**src/rtl/alu_route_pkg.sv**
```systemverilog
package alu_route_pkg;
  typedef enum logic [1:0] {SEL_A = 2'd0, SEL_B = 2'd1, SEL_C = 2'd2, SEL_NONE = 2'd3} reg_sel_e;
  typedef enum logic [1:0] {ST_IDLE = 2'd0, ST_CAPT = 2'd1, ST_WB = 2'd2} seq_state_e;

  typedef struct packed {
    reg_sel_e src_x;
    reg_sel_e src_y;
    reg_sel_e dst;
  } route_t;

  function automatic route_t route_map(input logic [2:0] code);
    route_t r;
    case (code)
      3'b000:  r = '{SEL_A, SEL_NONE, SEL_A};
      3'b001:  r = '{SEL_A, SEL_B, SEL_C};
      3'b010:  r = '{SEL_A, SEL_C, SEL_B};
      3'b011:  r = '{SEL_NONE, SEL_B, SEL_B};
      3'b100:  r = '{SEL_B, SEL_A, SEL_C};
      3'b101:  r = '{SEL_B, SEL_C, SEL_A};
      3'b110:  r = '{SEL_C, SEL_A, SEL_C};
      default: r = '{SEL_C, SEL_B, SEL_A};
    endcase
    return r;
  endfunction
endpackage

```
**src/rtl/route_seq.sv**
```systemverilog
module route_seq
  import alu_route_pkg::*;
#(
  parameter int CODE_W = 3
) (
  input  logic              clk_i,
  input  logic              rst_ni,
  input  logic              start_i,
  input  logic [CODE_W-1:0] route_i,
  output logic [CODE_W-1:0] route_o,
  output logic              capt_o,
  output logic              wb_o,
  output logic              busy_o,
  output logic              done_o
);
  seq_state_e state_q, state_d;
  logic [CODE_W-1:0] route_q;
  logic done_q;

  always_comb begin
    state_d = state_q;
    unique case (state_q)
      ST_IDLE: if (start_i) state_d = ST_CAPT;
      ST_CAPT: state_d = ST_WB;
      ST_WB:   state_d = ST_IDLE;
      default: state_d = ST_IDLE;
    endcase
  end

  always_ff @(posedge clk_i or negedge rst_ni) begin
    if (!rst_ni) begin
      state_q <= ST_IDLE;
      route_q <= '0;
      done_q  <= 1'b0;
    end else begin
      state_q <= state_d;
      done_q  <= (state_q == ST_WB);
      if (state_q == ST_IDLE && start_i) route_q <= route_i;
    end
  end

  assign route_o = route_q;
  assign capt_o  = (state_q == ST_CAPT);
  assign wb_o    = (state_q == ST_WB);
  assign busy_o  = (state_q != ST_IDLE);
  assign done_o  = done_q;

  // capture is always followed by writeback, then a done pulse
  p_capt_then_wb_r5: assert property (@(posedge clk_i) disable iff (!rst_ni)
    (state_q == ST_CAPT) |=> (state_q == ST_WB));
  p_done_after_wb_r5: assert property (@(posedge clk_i) disable iff (!rst_ni)
    (state_q == ST_WB) |=> (done_o && !busy_o));
  // route held while busy
  p_route_held_r8: assert property (@(posedge clk_i) disable iff (!rst_ni)
    busy_o |=> $stable(route_q));
endmodule

```
**src/rtl/route_regfile.sv**
```systemverilog
module route_regfile #(
  parameter int W      = 10,
  parameter int N_REGS = 3
) (
  input  logic                   clk_i,
  input  logic                   rst_ni,
  input  logic [N_REGS-1:0]      ld_en_i,
  input  logic [W-1:0]           ld_data_i,
  input  logic [N_REGS-1:0]      wb_en_i,
  input  logic [W-1:0]           wb_data_i,
  output logic [N_REGS-1:0][W-1:0] regs_o
);
  for (genvar g = 0; g < N_REGS; g++) begin : g_reg
    logic [W-1:0] q;
    always_ff @(posedge clk_i or negedge rst_ni) begin
      if (!rst_ni)         q <= '0;
      else if (wb_en_i[g]) q <= wb_data_i;
      else if (ld_en_i[g]) q <= ld_data_i;
    end
    assign regs_o[g] = q;
  end

  // a single destination per writeback
  p_one_dst_r6: assert property (@(posedge clk_i) disable iff (!rst_ni)
    $onehot0(wb_en_i));
  // loads never coincide with a writeback
  p_no_ld_in_wb_r9: assert property (@(posedge clk_i) disable iff (!rst_ni)
    (wb_en_i != '0) |-> (ld_en_i == '0));
endmodule

```
**src/rtl/alu_route_top.sv**
```systemverilog
module alu_route_top
  import alu_route_pkg::*;
#(
  parameter int W = 10
) (
  input  logic         clk_i,
  input  logic         rst_ni,
  input  logic [2:0]   route_i,
  input  logic         start_i,
  input  logic [W-1:0] alu_res_i,
  input  logic [2:0]   ld_en_i,
  input  logic [W-1:0] ld_data_i,
  output logic [W-1:0] x_o,
  output logic [W-1:0] y_o,
  output logic [W-1:0] reg_a_o,
  output logic [W-1:0] reg_b_o,
  output logic [W-1:0] reg_c_o,
  output logic         busy_o,
  output logic         done_o
);
  localparam int N_REGS = 3;
  localparam int CODE_W = 3;

  logic [CODE_W-1:0] route_q;
  logic capt, wb, busy;
  logic [W-1:0] res_q;
  logic [N_REGS-1:0][W-1:0] regs;
  logic [N_REGS-1:0] wb_en, ld_en;
  route_t rt;

  route_seq #(.CODE_W(CODE_W)) u_seq (
    .clk_i, .rst_ni, .start_i, .route_i,
    .route_o(route_q), .capt_o(capt), .wb_o(wb), .busy_o(busy), .done_o
  );

  assign rt = route_map(route_q);

  function automatic logic [W-1:0] pick(input reg_sel_e s, input logic [N_REGS-1:0][W-1:0] r);
    case (s)
      SEL_A:   return r[0];
      SEL_B:   return r[1];
      SEL_C:   return r[2];
      default: return '0;
    endcase
  endfunction

  assign x_o = capt ? pick(rt.src_x, regs) : '0;
  assign y_o = capt ? pick(rt.src_y, regs) : '0;

  always_ff @(posedge clk_i or negedge rst_ni) begin
    if (!rst_ni)   res_q <= '0;
    else if (capt) res_q <= alu_res_i;
  end

  always_comb begin
    wb_en = '0;
    if (wb && rt.dst != SEL_NONE) wb_en[rt.dst] = 1'b1;
  end
  assign ld_en = busy ? '0 : ld_en_i;

  route_regfile #(.W(W), .N_REGS(N_REGS)) u_rf (
    .clk_i, .rst_ni, .ld_en_i(ld_en), .ld_data_i,
    .wb_en_i(wb_en), .wb_data_i(res_q), .regs_o(regs)
  );

  assign reg_a_o = regs[0];
  assign reg_b_o = regs[1];
  assign reg_c_o = regs[2];
  assign busy_o  = busy;

  // sources hold while operands are presented
  p_src_stable_r6: assert property (@(posedge clk_i) disable iff (!rst_ni)
    capt |=> $stable(regs));
  // operands zero outside capture
  p_idle_zero_r4: assert property (@(posedge clk_i) disable iff (!rst_ni)
    !capt |-> (x_o == '0 && y_o == '0));
  // destination receives the value captured one cycle earlier
  p_wb_value_r7: assert property (@(posedge clk_i) disable iff (!rst_ni)
    capt |=> ##1 (regs[rt.dst] == $past(alu_res_i, 2)));
endmodule

```
**config.mk**
```make
export PLATFORM = sky130hd
export DESIGN_NAME = alu_route_top
export DESIGN_NICKNAME = d
export VERILOG_FILES = /design/src/rtl/alu_route_pkg.sv /design/src/rtl/route_seq.sv /design/src/rtl/route_regfile.sv /design/src/rtl/alu_route_top.sv
export SDC_FILE = /design/constraint.sdc
export NUM_CORES = 1
export LEC_CHECK = 0
export ABC_AREA = 1
export BUFFER_PORTS_ARGS = -buffer_cell sky130_fd_sc_hd__clkbuf_2
export CAP_MARGIN = 10
export CORE_MARGIN = 10
export CORE_UTILIZATION = 45
export CTS_BUF_LIST = sky130_fd_sc_hd__clkbuf_8
export CTS_CLUSTER_SIZE = 16
export DETAILED_ROUTE_END_ITERATION = 8
export PLACE_DENSITY_LB_ADDON = 0.08
export SLEW_MARGIN = 20
export SYNTH_ARGS = -nofsm -noshare
export SYNTH_HDL_FRONTEND = slang
export SYNTH_SLANG_ARGS = --single-unit
export TNS_END_PERCENT = 30
```
**constraint.sdc**
```tcl
create_clock -name clk_i -period 1.9 [get_ports clk_i]
set_input_delay 0.19 -clock clk_i [delete_from_list [all_inputs] [get_ports clk_i]]
set_output_delay 0.19 -clock clk_i [all_outputs]
set_load 0.02 [all_outputs]
```
==> results.md, run 1 <==
- # IOs: 81
- Power share of the clock group: 14.0%
- Total Routing Usage GR: between 15 and 20%
- First-pass GRT wire length: around 14 mm
- Leak: 0.00191 uW
- VDD IR max: just over 0.0006 V
- Vias in the first global route: 2,714
- TritonCTS Buffers: 5
- Vias/cell: 5.01
- Cell count after synthesis: roughly 400
- Die height: 96.4 um
- Sw frac: 47.2%
- Synth Cell Area: 2620 um^2
- Worst Path Arrival: 1630 ps
- Placed inst area: 3130 um^2
- Slew @ Worst Pin: 556 ps
- Root Buffer: clkbuf_8
- Clock Path Buffers: 2
- CTS tree: built
- GRT overflow: 0
- Dpl hpwl: between 6 and 7 mm
- Ys Warns: 0
- Fin crit period: ~1800 ps
- Finished Layout Cells: 558
- Core area: 5570 um^2
- Post-Synth Adder-Cell Area: 0%
- Die width: around 96 um
- Nets@finish: 516
- Post-synthesis mux area share: 0%
- Max-slew headroom: 62.9%
- Clk slew on worst S/H paths: 80 ps
- Register share of total power: 40.7%
- Fillers: 570
- Port bufs: 80
- Worst-skew pair later-pin latency: between 200 and 300 ps
- Area leader, netlist: dfrtp_1
- Total net switching power: 1980 uW
- Fin Setup TNS: 0 ps
- Worst endpoint required time: 1710 ps
- R2R setup slack: ~320 ps
- Largest family of logic cells by synthesized area: simple AND/OR/NAND/NOR gates
- Crit Path Max Fanout: 9
- Final hold viol count: 0
- Worst slack, placed: roughly 280 ps
- Synth Area in Compound Gates: 3.34%
- Area Growth Syn to Fin: 28.1%
- Syn Area/Cell: 6.66 um^2
- Setup violators final: 0
- Setup skew after layout: 6.23 ps
- ANT nets after route: 0
- Vias: 2,793
- Post-synth top area share: 43.9%
- Post-Synth Simple-Gate Area: 43.0%
- PwrDens: 1250 nW/um^2
- Initial DRC Count: roughly 210
- Post-synth net total: 423
- Die footprint: 9290 um^2
- Fmax: 550 MHz
- Area contributors post-synth: dfrtp_1, nand2_1, nand3_1
- Gpl congestion: 0.855
- Antenna cell count: 0
- Run status: completed
- Crit share post-route: between 90 and 100%
- Initial Utilization: 47.1%
- DRC: 0
- CP startpoint kind: flop
- Largest net degree at the start of global routing: 28
- Multi-input gate area: between 1000 and 1500 um^2
- # Max-Cap Violations: 0
- Layout cell share with drive strength beyond 1: 25.5%
- Setup ws final: 81.5 ps
- Placed cells: roughly 540
- Clk sink count: 46
- CP Class: flop to primary output
- P_int: roughly 2200 uW
- TritonRoute pass-1 iters: 4
- H-tree Lvls: 2
- Crit end category: primary output
- FF+latch count, synth: 46
- Combinational group share of total power: 45.2%
- Initial antenna violation count: 0
- Final Max Tran Viols: 0
- Row Count: 27
- Synth cell types: 16
- Seq/Total Area, Yosys: 43.9%
- Total power: between 4000 and 5000 uW
- Post-Layout Inst Area: 3360 um^2
- Post-Route WL: 8.68 mm
- Synth Area in XOR/XNOR: 0%
- Post-DR wirelength/cell: 15.6 um
- Min-delay worst type: primary input to flop
- Register Area: 1150 um^2
==> metal layers <==
layer  up-vias  wire, um  GRT usage (%)
met1      1245      3700           24.3
met5         -         0              0
met4         0        62           4.84
li1       1423         -              -
met2       119      4030           29.9
met3         6       881           4.90
==> worst max-delay path, cell delays in order, from the launching register on <==
cell and delay, ps:
dfrtp_2 520, buf_6 160, buf_4 160, nand3_1 80, nand2_1 60, inv_1 40
a21oi_1 130, buf_2 190
==> path summary, 6_finish.rpt <==
path                                   from                  to  cells past startpoint
min                            alu_res_i[0]            res_q[0]                      3
max reg2reg                u_seq.route_o[0]  u_rf.g_reg[2].q[1]                      6
max                        u_seq.route_o[0]              y_o[8]                      7
max in group asynchronous            rst_ni  u_rf.g_reg[1].q[6]                      3
min reg2reg                        res_q[4]            res_q[4]                      2
min in group asynchronous            rst_ni    u_seq.state_q[0]                      2
==> placed cells by master, fill, tap and decap left out, types with 5 or more instances in the layout <==
| master | Yosys | layout |
|---|---|---|
| inv_1 | 38 | 37 |
| dfrtp_1 | 46 | 44 |
| nand2_1 | 182 | 180 |
| clkbuf_2 | 0 | 73 |
| a21oi_1 | 10 | 10 |
| buf_2 | 4 | 5 |
| nand3_1 | 81 | 81 |
| clkbuf_8 | 0 | 6 |
| buf_4 | 6 | 14 |
==> cell usage after synthesis (all sizes together) <==
master  number
nand2      182
nand3       81
dfrtp       46
inv         42
a21oi       11
buf         10
nor2         8
clkbuf       5
o21ai        5
clkinv       4
==> power by group through the flow <==
stage                     sequential, uW  clock, uW  combinational [uW]
after floorplan                     1830          0                 923
after global placement              1690          0                1750
after detailed placement            1700          0                1770
after CTS                           1690        600                1820
after global routing                1750        636                2120
final                               1710        589                1900
==> flip-flops by register name, indices dropped and copies added, names as in the netlist <==
| signal | cells |
|---|---|
| u_rf.g.q | 30 |
| u_seq.done_o | 1 |
| u_seq.state_q | 2 |
| res_q | 10 |
| u_seq.route_o | 3 |
==> repair_timing <==
item                                    CTS  global route
buffers inserted                          1             3
endpoints found under the setup margin   10            20
hold endpoints to repair                 19             0
hold buffers                              1             0
gates cloned                              1             3
resized for setup                         6            22
pin swaps                                 0             0
==> logic make-up (layout without fill, tap and decap cells) <==
kind of cell	Yosys count	after routing
flops	46	46
simple gates	271	271
compound gates	16	18
buf+inv	61	151
==> final cells by class <==
| cell class | count | area share [%] |
|---|---|---|
| clock buffer | 6 | 2.46 |
| inverter | 46 | 5.47 |
| multi-input combinational | 289 | 38.0 |
| sequential | 46 | 34.3 |
| tap | 72 | 2.68 |
| timing repair buffer | 97 | 16.6 |
| timing repair inverter | 2 | 0.372 |
==> stage by stage <==
stage	util, %	hold slack [ps]
after global routing	60.3	101
after detailed placement	56.2	202
final	60.3	87.0
after floorplan	-	-106
after CTS	58.5	81.4
after global placement	56.2	196
(Power assumes the default switching activity.)
==> run 2: changes to the inputs <==
Settings changed: CORE_ASPECT_RATIO from default to 1.4.
==> results.md, run 2 (synthesis results as in run 1) <==
- # IOs: 81 (unchanged)
- CP max-delay cell: dfrtp_1 (was dfrtp_2)
- Fin crit period: 1810 ps (was 1820 ps)
- Most common cell after layout, fill and taps aside: nand2_1 (unchanged)
- Dpl hpwl: 6.46 mm (was 6.49 mm)
- Initial antenna violation count: 0 (unchanged)
- PwrDens: 1240 nW/um^2 (was 1250 nW/um^2)
- Antenna cell count: 0 (unchanged)
- Max stage delay on crit path: 400 ps (was 520 ps)
- Die width: 84.5 um (was 96.4 um)
- DRC: 0 (unchanged)
- Row Count: 32 (was 27)
- Largest net degree at the start of global routing: 28 (unchanged)
- Worst-skew pair later-pin latency: 300 ps (was 290 ps)
- Crit Path Max Fanout: 10 (was 9)
- Fillers: 548 (was 570)
- Final hold viol count: 0 (unchanged)
- Die footprint: 9330 um^2 (was 9290 um^2)
- CP Class: flop to primary output (unchanged)
- Setup violators final: 0 (unchanged)
- Number of flip-flops in the largest register: 30 (unchanged)
- Port bufs: 80 (unchanged)
- Post-DR wirelength/cell: 15.2 um (was 15.6 um)
- Layout cell share with drive strength beyond 1: 25.8% (was 25.5%)
- First-pass GRT wire length: 13.4 mm (was 13.7 mm)
- Finished Layout Cells: 557 (was 558)
- Worst endpoint required time: 1710 ps (about the same)
- Die height: 110 um (was 96.4 um)
- CTS tree: built (unchanged)
- Minimum hold slack: 84.1 ps (was 87.0 ps)
- Post-Layout Inst Area: 3350 um^2 (was 3360 um^2)
- Fmax: 554 MHz (was 550 MHz)
- ANT nets after route: 0 (unchanged)
- Largest Register: u_rf.g.q (unchanged)
- Run status: completed (unchanged)
- Placed cells: 541 (was 543)
- # Max-Cap Violations: 0 (unchanged)
- Core area: 5610 um^2 (was 5570 um^2)
- Placed inst area: 3140 um^2 (was 3130 um^2)
- TritonRoute pass-1 iters: 4 (unchanged)
- Final Max Tran Viols: 0 (unchanged)
- WP buf/inv: 4 (unchanged)
- Multi-input gate area: 1250 um^2 (was 1280 um^2)
- Crit share post-route: 95.1% (was 95.7%)
- Root Buffer: clkbuf_8 (unchanged)
- Most frequent cells in the layout: nand2_1, nand3_1, clkbuf_2 (unchanged)
- Total Routing Usage GR: 17.5% (was 18.6%)
- VDD IR max: 0.000696 V (was 0.000616 V)
- Leak: 0.00192 uW (was 0.00191 uW)
- Slew @ Worst Pin: 558 ps (was 556 ps)
- Min-delay worst type: primary input to flop (unchanged)
- Vias in the first global route: 2,624 (was 2,714)
- Nets@finish: 519 (was 516)
- Gpl congestion: 0.907 (was 0.855)
- Clk sink count: 46 (unchanged)
- Register Area: 1150 um^2 (unchanged)
- Crit end category: primary output (unchanged)
- Clock Path Buffers: 2 (unchanged)
- Initial Utilization: 46.8% (was 47.1%)
- CP startpoint kind: flop (unchanged)
- Cell family with most CP delay: buffers and inverters (unchanged)
- Vias/cell: 5.07 (was 5.01)
- TritonCTS Buffers: 5 (unchanged)
- Area Growth Syn to Fin: 27.8% (was 28.1%)
- Initial DRC Count: 171 (was 209)
- GRT overflow: 0 (unchanged)
- Vias: 2,826 (was 2,793)
- Max-slew headroom: 62.8% (was 62.9%)
- H-tree Lvls: 2 (unchanged)
- Worst Path Arrival: 1620 ps (was 1630 ps)
- Clk slew on worst S/H paths: 80 ps (about the same)
- Post-Route WL: 8.45 mm (was 8.68 mm)
- Crit-path cells: inv_2, nand2_4, inv_2, nand2_1, nand3_1, nand2_1, inv_1, clkbuf_2 (was buf_6, buf_4, nand3_1, nand2_1, inv_1, a21oi_1, buf_2)
- Setup skew after layout: 7.07 ps (was 6.23 ps)
## run 2: final cells by class
type	instances	area share (%)
Sequential cell	46	34.4
Timing Repair inverter	2	0.373
Clock buffer	6	2.46
Inverter	46	5.41
Multi-Input combinational cell	288	37.4
Tap cell	68	2.54
Timing Repair Buffer	101	17.5
## run 2: metrics by stage
stage / TNS [ps] / setup WS [ps] / power (uW) / utilization, %
final: 0 / 93.4 / 4160 / 59.8
after global routing: -6.45 / -6.03 / 4470 / 59.8
after CTS: 0 / 8.04 / 4090 / 58.0
after detailed placement: 0 / 146 / 3480 / 56.1
after global placement: 0 / 217 / 3450 / 56.1
after floorplan: 0 / 455 / 2750 / -
## run 2: metal layers
metal / wire [um] / vias up / track usage (%)
met4: 174 / 0 / 5.78
met5: 0 / - / 0
met3: 570 / 14 / 4.26
li1: - / 1420 / -
met2: 4130 / 121 / 29.1
met1: 3570 / 1271 / 21.6
## run 2: path summary, 6_finish.rpt
| path | from | end | slack [ps] | depth (start not counted) |
|---|---|---|---|---|
| min | alu_res_i[0] | res_q[0] | 80 | 3 |
| max in group asynchronous | rst_ni | u_seq.route_o[2] | 940 | 3 |
| min reg2reg | res_q[5] | res_q[5] | 540 | 2 |
| min in group asynchronous | rst_ni | u_rf.g_reg[2].q[5] | 410 | 2 |
| max reg2reg | u_seq.state_q[1] | res_q[6] | 450 | 4 |
| max | u_seq.route_o[1] | x_o[9] | 90 | 8 |
## run 2: report_power, final
| part | internal [uW] | leakage (uW) | total, uW | switching, uW |
|---|---|---|---|---|
| clock | 281 | 0.0000431 | 584 | 303 |
| combinational | 658 | 0.00131 | 1880 | 1220 |
| sequential | 1280 | 0.000567 | 1700 | 415 |
| total | 2220 | 0.00192 | 4160 | 1940 |
## run 2: what timing repair did
action,4_1_cts,5_1_grt
endpoints found under the setup margin,10,20
setup buffers,0,6
pin swaps,0,0
hold buffers,1,0
gates cloned,0,3
endpoints found under the hold margin,19,0
resized for setup,5,14
## run 2: tightest hold or removal path, delay by kind of cell
family | cells | cell delay (ps)
and+or+nand+nor | 2 | 90
buffers and inverters | 1 | 70
